`config.mk`:
```
export PLATFORM = sky130hd
export DESIGN_NAME = fpdiv_seq
export DESIGN_NICKNAME = d
export VERILOG_FILES = /design/src/rtl/fpdiv_pkg.sv /design/src/rtl/fpdiv_ctrl.sv /design/src/rtl/fpdiv_datapath.sv /design/src/rtl/fpdiv_seq.sv
export SDC_FILE = /design/constraint.sdc
export NUM_CORES = 1
export LEC_CHECK = 0
export ABC_AREA = 1
export BUFFER_PORTS_ARGS = -buffer_cell sky130_fd_sc_hd__buf_2
export CORE_MARGIN = 2
export CORE_UTILIZATION = 39
export DETAILED_ROUTE_END_ITERATION = 8
export SLEW_MARGIN = 20
export SYNTH_ARGS = -nofsm -noshare
export SYNTH_HDL_FRONTEND = slang
export SYNTH_SLANG_ARGS = --single-unit
```
`constraint.sdc`:
```
create_clock -name clk -period 4.9 [get_ports clk]
set_clock_uncertainty 0.1 [all_clocks]
set_input_delay 0 -clock clk [delete_from_list [all_inputs] [get_ports clk]]
set_output_delay 0 -clock clk [all_outputs]
set_load 0.01 [all_outputs]
```
`src/rtl/fpdiv_pkg.sv`:
```
package fpdiv_pkg;

  typedef enum logic [2:0] {
    CLS_ZERO = 3'd0,
    CLS_NORM = 3'd1,
    CLS_INF  = 3'd2,
    CLS_QNAN = 3'd3,
    CLS_SNAN = 3'd4
  } fpClass_e;

  // Strobes from control to datapath
  typedef struct packed {
    logic takeSpecial;  // load a special-case result
    logic takeNormal;   // capture operands, do the first trial subtraction
    logic iterate;      // produce one more quotient bit
  } ctlStrobes_t;

endpackage

```
`src/rtl/fpdiv_ctrl.sv`:
```
module fpdiv_ctrl
  import fpdiv_pkg::*;
#(
  parameter int MANT_W = 11
) (
  input  logic        clk,
  input  logic        rstN,
  input  logic        start,
  input  logic        isSpecial,
  input  logic        firstNonNeg,
  output ctlStrobes_t strobes,
  output logic        busy,
  output logic        done
);

  localparam int CNT_W = $clog2(MANT_W + 1);

  typedef enum logic {ST_IDLE, ST_RUN} ctlState_e;

  ctlState_e  state;
  logic [CNT_W-1:0] bitsLeft;
  logic       accept;

  assign accept              = start && (state == ST_IDLE);
  assign strobes.takeSpecial = accept && isSpecial;
  assign strobes.takeNormal  = accept && !isSpecial;
  assign strobes.iterate     = (state == ST_RUN);
  assign busy                = (state == ST_RUN);

  always_ff @(posedge clk or negedge rstN) begin
    if (!rstN) begin
      state    <= ST_IDLE;
      bitsLeft <= '0;
      done     <= 1'b0;
    end else begin
      done <= strobes.takeSpecial || (strobes.iterate && bitsLeft == CNT_W'(1));
      if (strobes.takeNormal) begin
        state    <= ST_RUN;
        // top bit already settled by the first subtraction when nonnegative
        bitsLeft <= firstNonNeg ? CNT_W'(MANT_W - 1) : CNT_W'(MANT_W);
      end else if (strobes.iterate) begin
        bitsLeft <= bitsLeft - CNT_W'(1);
        if (bitsLeft == CNT_W'(1)) state <= ST_IDLE;
      end
    end
  end

  // a running division only ends by presenting its result
  assert_busy_ends_in_done_R10: assert property (@(posedge clk) disable iff (!rstN)
    busy |=> (busy || done));

  // never running with an exhausted bit budget
  assert_budget_live_R10: assert property (@(posedge clk) disable iff (!rstN)
    busy |-> (bitsLeft != '0));

  // start while running does not restart the bit budget
  assert_start_blocked_R11: assert property (@(posedge clk) disable iff (!rstN)
    (busy && start && bitsLeft > CNT_W'(1)) |=> (busy && bitsLeft == $past(bitsLeft) - CNT_W'(1)));

endmodule

```
`src/rtl/fpdiv_datapath.sv`:
```
module fpdiv_datapath
  import fpdiv_pkg::*;
#(
  parameter int FRAC_W = 8,
  parameter int EXP_W  = 8
) (
  input  logic                   clk,
  input  logic                   rstN,
  input  ctlStrobes_t            strobes,
  input  logic                   aSign,
  input  logic [2:0]             aCls,
  input  logic [EXP_W-1:0]       aExp,
  input  logic [FRAC_W+2:0]      aMant,
  input  logic                   bSign,
  input  logic [2:0]             bCls,
  input  logic [EXP_W-1:0]       bExp,
  input  logic [FRAC_W+2:0]      bMant,
  output logic                   isSpecial,
  output logic                   firstNonNeg,
  output logic                   qSign,
  output logic [2:0]             qCls,
  output logic [EXP_W:0]         qExp,
  output logic [FRAC_W+2:0]      qMant,
  output logic                   qSticky,
  output logic                   flagInvalid,
  output logic                   flagDivZero
);

  localparam int MANT_W = FRAC_W + 3;
  localparam int REM_W  = MANT_W + 1;
  localparam int DIF_W  = MANT_W + 2;

  logic aNan, bNan, aSnan, bSnan, aInf, bInf, aZero, bZero, pickA, xorSign;
  logic             spSign, spInv, spDz;
  logic [2:0]       spCls;
  logic [EXP_W:0]   spExp, expDiff;
  logic [MANT_W-1:0] spMant;
  logic [DIF_W-1:0] initDiff, shifted, stepDiff;
  logic             stepNonNeg;

  logic [REM_W-1:0]  rem;
  logic [MANT_W-1:0] divisor;

  assign aSnan   = (aCls == CLS_SNAN);
  assign bSnan   = (bCls == CLS_SNAN);
  assign aNan    = aSnan || (aCls == CLS_QNAN);
  assign bNan    = bSnan || (bCls == CLS_QNAN);
  assign aInf    = (aCls == CLS_INF);
  assign bInf    = (bCls == CLS_INF);
  assign aZero   = (aCls == CLS_ZERO);
  assign bZero   = (bCls == CLS_ZERO);
  assign xorSign = aSign ^ bSign;
  assign pickA   = aNan && (!bNan || (aSnan && !bSnan));
  assign isSpecial = !((aCls == CLS_NORM) && (bCls == CLS_NORM));

  // Special-case resolution
  always_comb begin
    spSign = 1'b0;
    spCls  = CLS_ZERO;
    spExp  = '0;
    spMant = '0;
    spInv  = 1'b0;
    spDz   = 1'b0;
    if (aNan || bNan) begin
      spSign = pickA ? aSign : bSign;
      spCls  = pickA ? aCls  : bCls;
      spExp  = pickA ? {aExp[EXP_W-1], aExp} : {bExp[EXP_W-1], bExp};
      spMant = pickA ? aMant : bMant;
    end else if ((aInf && bInf) || (aZero && bZero)) begin
      spCls  = CLS_QNAN;
      spMant = '1;
      spInv  = 1'b1;
    end else if (aInf) begin
      spSign = xorSign;
      spCls  = CLS_INF;
    end else if (aZero || bInf) begin
      spSign = xorSign;
      spCls  = CLS_ZERO;
    end else if (bZero) begin
      spSign = xorSign;
      spCls  = CLS_INF;
      spDz   = 1'b1;
    end
  end

  // First trial subtraction straight from the operand ports
  assign initDiff    = {2'b00, aMant} - {2'b00, bMant};
  assign firstNonNeg = !initDiff[DIF_W-1];
  assign expDiff     = {aExp[EXP_W-1], aExp} - {bExp[EXP_W-1], bExp}
                       - {{EXP_W{1'b0}}, !firstNonNeg};

  // One restoring step from the held remainder
  assign shifted    = {rem, 1'b0};
  assign stepDiff   = shifted - {2'b00, divisor};
  assign stepNonNeg = !stepDiff[DIF_W-1];

  always_ff @(posedge clk or negedge rstN) begin
    if (!rstN) begin
      rem         <= '0;
      divisor     <= '0;
      qSign       <= 1'b0;
      qCls        <= CLS_ZERO;
      qExp        <= '0;
      qMant       <= '0;
      flagInvalid <= 1'b0;
      flagDivZero <= 1'b0;
    end else if (strobes.takeSpecial) begin
      rem         <= '0;
      qSign       <= spSign;
      qCls        <= spCls;
      qExp        <= spExp;
      qMant       <= spMant;
      flagInvalid <= spInv;
      flagDivZero <= spDz;
    end else if (strobes.takeNormal) begin
      divisor     <= bMant;
      rem         <= firstNonNeg ? initDiff[REM_W-1:0] : {1'b0, aMant};
      qSign       <= xorSign;
      qCls        <= CLS_NORM;
      qExp        <= expDiff;
      qMant       <= {{(MANT_W-1){1'b0}}, firstNonNeg};
      flagInvalid <= 1'b0;
      flagDivZero <= 1'b0;
    end else if (strobes.iterate) begin
      rem   <= stepNonNeg ? stepDiff[REM_W-1:0] : shifted[REM_W-1:0];
      qMant <= {qMant[MANT_W-2:0], stepNonNeg};
    end
  end

  assign qSticky = |rem;

  // restoring invariant, the remainder stays below the divisor
  assert_rem_below_divisor_R9: assert property (@(posedge clk) disable iff (!rstN)
    (strobes.takeNormal || strobes.iterate) |=> (rem < {1'b0, divisor}));

endmodule

```
`src/rtl/fpdiv_seq.sv`:
```
module fpdiv_seq
  import fpdiv_pkg::*;
#(
  parameter int FRAC_W = 8,
  parameter int EXP_W  = 8
) (
  input  logic              clk,
  input  logic              rstN,
  input  logic              start,
  input  logic              aSign,
  input  logic [2:0]        aCls,
  input  logic [EXP_W-1:0]  aExp,
  input  logic [FRAC_W+2:0] aMant,
  input  logic              bSign,
  input  logic [2:0]        bCls,
  input  logic [EXP_W-1:0]  bExp,
  input  logic [FRAC_W+2:0] bMant,
  output logic              busy,
  output logic              done,
  output logic              qSign,
  output logic [2:0]        qCls,
  output logic [EXP_W:0]    qExp,
  output logic [FRAC_W+2:0] qMant,
  output logic              qSticky,
  output logic              flagInvalid,
  output logic              flagDivZero
);

  localparam int MANT_W = FRAC_W + 3;

  ctlStrobes_t strobes;
  logic        isSpecial;
  logic        firstNonNeg;

  fpdiv_ctrl #(.MANT_W(MANT_W)) ctrl (
    .clk(clk), .rstN(rstN), .start(start), .isSpecial(isSpecial),
    .firstNonNeg(firstNonNeg), .strobes(strobes), .busy(busy), .done(done)
  );

  fpdiv_datapath #(.FRAC_W(FRAC_W), .EXP_W(EXP_W)) dp (
    .clk(clk), .rstN(rstN), .strobes(strobes),
    .aSign(aSign), .aCls(aCls), .aExp(aExp), .aMant(aMant),
    .bSign(bSign), .bCls(bCls), .bExp(bExp), .bMant(bMant),
    .isSpecial(isSpecial), .firstNonNeg(firstNonNeg),
    .qSign(qSign), .qCls(qCls), .qExp(qExp), .qMant(qMant), .qSticky(qSticky),
    .flagInvalid(flagInvalid), .flagDivZero(flagDivZero)
  );

  // a finished normal quotient is normalized
  assert_norm_msb_R7: assert property (@(posedge clk) disable iff (!rstN)
    (done && qCls == CLS_NORM) |-> qMant[MANT_W-1]);

  // invalid only accompanies a generated NaN
  assert_invalid_is_nan_R2: assert property (@(posedge clk) disable iff (!rstN)
    flagInvalid |-> (qCls == CLS_QNAN));

  // divide-by-zero only accompanies an infinity
  assert_dz_is_inf_R4: assert property (@(posedge clk) disable iff (!rstN)
    flagDivZero |-> (qCls == CLS_INF));

  // special pairs finish in one clock without going busy
  assert_special_fast_R6: assert property (@(posedge clk) disable iff (!rstN)
    (start && !busy && !(aCls == CLS_NORM && bCls == CLS_NORM)) |=> (done && !busy));

  // done and busy never overlap
  assert_done_not_busy_R12: assert property (@(posedge clk) disable iff (!rstN)
    done |-> !busy);

endmodule

```
==> impl_metrics.yaml <==
hold_path:
  whs_path_depth: 5
  hold_path.class: "in -> reg"
layout:
  fillers: 1313
  num_antenna_cells: 0
  fin_area_um2: 5900
  multi_input_area_um2: 3050
  utilization: 0.471
  nNetsFinal: 914
  areaGrowthSynthToFinish_pct: 18.6
  drive_gt1_frac: 0.145
  instances_no_fill: 997
  seq_area_um2: 1380
detailed_routing:
  wl_per_cell_um: 14.3
  drt_wl_total_um: 14300
  viasPerCell: 5.15
  drt-initial-drc-count: 360
  num_vias: 5134
  drt-pass1-iter-count: 5
  drc: 0
  ant_nets: 0
die:
  die_area_um2: 13700
  io_pins: 78
  fp.dieH_um: 117
  rows: 41
  start_util: 0.397
  core-area_um2: 12500
  die_w_um: 117
clock_network:
  numCtsBuffers: 5
  cts_tree: "built"
  cts_max_path_buffers: 2
  htree_num_levels: 2
  cts_root_buf: "clkbuf_16"
  post-cts-setup-buffers: 0
  worstSkewPairLatency_ns: 0.30
  clock_sinks: 55
  path_clk_slew_ns: 0.08
critical_path:
  critical_path_buf_inv_count: 4
  r2r_cells: 7
  critical_path.endpoint_type: "register"
  cp.arrival_ns: 3.56
  path_depth: 19
  crit_top_cell: "nand2_1"
  crit_type: "in -> reg"
  slowest_delay_ns: 0.54
  critPathTopFamily: "adder cells"
  crit_fanout: 16
  cp_cell_sequence: "dlygate4sd3_1, buf_2, inv_1, ha_1, a21oi_2, nor2_2, o21ai_4, nand3_4, fa_1, inv_1, fa_1, nand2_1, a21oi_1, nor2_1, o21ai_0, nand2_1, nand2_1, nand2_1, o211ai_1"
  critPathLaunchType: "input port"
  cpMaxStageDelayCell: "dlygate4sd3_1"
  crit_required_ns: 5.02
global_routing:
  grt_max_degree: 56
  grt_overflow_total: 0
  grt_use_met3: 0.0180
  antenna_found_initial: 0
  grtUsageMet2: 0.357
  track_usage: 0.217
  grtUsageMet1: 0.317
  busiest_layer: "met2"
  grt_pass1_wl_um: 23500
  grt_pass1_vias: 4814
placement:
  place_area_um2: 5450
  dpl.cell_count: 959
  place_ws_ns: 1.74
  port_buffers: 77
  dp_hpwl_um: 11000
  gp_congestion: 0.935
sta:
  fin_crit_ns: 3.45
  slew_headroom: 0.435
  worst_pin_slew_ns: 0.845
  setup_tns_ns: 0
  setup_violations: 0
  hold_violations: 0
  rsz0062_at_grt: "false"
  min_period_over_period: 0.703
  finalMaxSlewViolations: 0
  max_clock_freq_ghz: 0.290
  setup_slack_ns: 1.45
logic_synthesis:
  synthesis.area_um2: 4970
  yosysSeqAreaShare: 0.277
  yosysWarnings: 0
  synth.top_cell.area_share: 0.277
  synth_ff_type: "dfrtp_1"
  yosys.area.top_type: "dfrtp_1"
  async_flop_share: 1.00
  synth_top_cells_by_area: "dfrtp_1 (28%), nand2_1 (16%), ha_1 (9.3%)"
  synth_edf_count: 0
  synth_cell_types: 39
  synth-seq-cells: 55
  synth.net_count: 817
  postSynthCellCount: 727
  synth_area_per_cell_um2: 6.84
power:
  vdd_drop_max_mv: 0.185
  powerDensity_nw_per_um2: 318
  p_leak_nw: 3.17
outcome:
  status: "finished clean"
flow_run:
  drv_cap: 0
-- synth_stat cells (5+ instances only) --
| master | n |
|---|---|
| buf_2 | 5 |
| clkbuf_1 | 5 |
| nand3_2 | 7 |
| nor2_2 | 6 |
| buf_6 | 6 |
| nand4_1 | 17 |
| o21ai_0 | 29 |
| nor2_1 | 52 |
| nand3b_1 | 6 |
| inv_1 | 103 |
| nand2_1 | 218 |
| a21oi_1 | 48 |
| dfrtp_1 | 55 |
| nand3_1 | 57 |
| ha_1 | 37 |
| o211ai_1 | 17 |
| xnor2_1 | 6 |
| xor2_1 | 6 |
-- stage by stage --
| step | hold slack [ns] | power, mW |
|---|---|---|
| 2_1_floorplan | -0.396 | 1.22 |
| 3_3_place_gp | 0.0817 | 1.48 |
| 3_5_place_dp | 0.0943 | 1.49 |
| 4_1_cts | 0.00118 | 1.88 |
| 5_1_grt | 0.0143 | 2.03 |
| 6_report | 0.00847 | 1.87 |
-- final timing paths --
kind,endpoint,from,slack [ns]
max reg2reg,dp.rem[4]$_DFFE_PN0P_,ctrl.busy$_DFF_PN0_,2.08
max in group asynchronous,dp.rem[2]$_DFFE_PN0P_,rstN,3.90
max,dp.qExp[6]$_DFFE_PN0P_,bMant[4],1.45
min,dp.qSign$_DFFE_PN0P_,bSign,0.008
min reg2reg,dp.qSign$_DFFE_PN0P_,dp.qSign$_DFFE_PN0P_,0.38
min in group asynchronous,dp.qExp[4]$_DFFE_PN0P_,rstN,0.28
-- repair_timing --
item,CTS,global route
endpoints found under the hold margin,79,0
gates resized for setup,0,0
hold buffers,30,0
-- cell type report --
cell class / instances / area share
Sequential cell: 55 / 0.233
Timing Repair Buffer: 110 / 0.120
Clock inverter: 2 / 0.00276
Tap cell: 172 / 0.0365
Multi-Input combinational cell: 545 / 0.517
Inverter: 107 / 0.0681
Clock buffer: 6 / 0.0218
-- tightest hold or removal path: cells and delay by family --
| family | cells | cell delay (ns) |
|---|---|---|
| buffers and inverters | 1 | 0.11 |
| AO/OA/AOI/OAI | 1 | 0.07 |
| AND/OR/NAND/NOR | 3 | 0.18 |
-- layout by cell type (no fill, tap or decap), types with 2 or more instances in the layout --
cell type,netlist,routed
o21bai_1,2,2
nand3_4,2,2
nor2_1,52,52
nand3_1,57,57
xor2_1,6,6
nand2_2,3,3
nand2_1,218,218
o21ai_2,2,2
ha_1,37,37
o211ai_1,17,17
fa_1,4,4
a21oi_1,48,48
o21ai_4,2,2
nor4_1,4,4
dlygate4sd3_1,0,30
dfrtp_1,55,55
o21ai_0,29,29
inv_2,4,4
nand3b_1,6,6
xnor2_1,6,6
a21oi_2,3,3
o21ai_1,2,2
buf_4,4,3
o21a_1,2,2
clkbuf_16,0,5
nand3_2,7,7
inv_1,103,103
nor2_2,6,6
o31ai_1,2,2
nor2_8,2,2
nand4_1,17,17
buf_2,5,77
o221ai_1,3,3
-- power by group --
part / internal [mW] / total [mW] / leakage, nW / switching [mW]
Sequential: 0.583 / 0.695 / 0.674 / 0.112
Clock: 0.192 / 0.366 / 0.0675 / 0.174
Combinational: 0.311 / 0.812 / 2.43 / 0.502
Total: 1.09 / 1.87 / 3.17 / 0.787
-- registers in the layout, indices dropped and copies added (netlist names), 3 cells and up --
name	cells
dp.qCls	3
dp.qExp	9
dp.qMant	11
ctrl.bitsLeft	4
dp.divisor	11
dp.rem	12
-- routing by layer --
metal / wire [um] / vias to the layer above
met5: 0 / -
met4: 126 / 0
met3: 478 / 8
met2: 6620 / 105
met1: 7050 / 2451
li1: - / 2570
-- kinds of logic after synthesis --
kind of cell,share of synthesized area
AO/OA/AOI/OAI,0.140
adder cells (fa/ha/maj),0.109
XOR/XNOR,0.0211
AND/OR/NAND/NOR,0.344
buffers and inverters,0.109
flip-flops,0.277
Note: power is estimated with default switching activity, not from simulation.
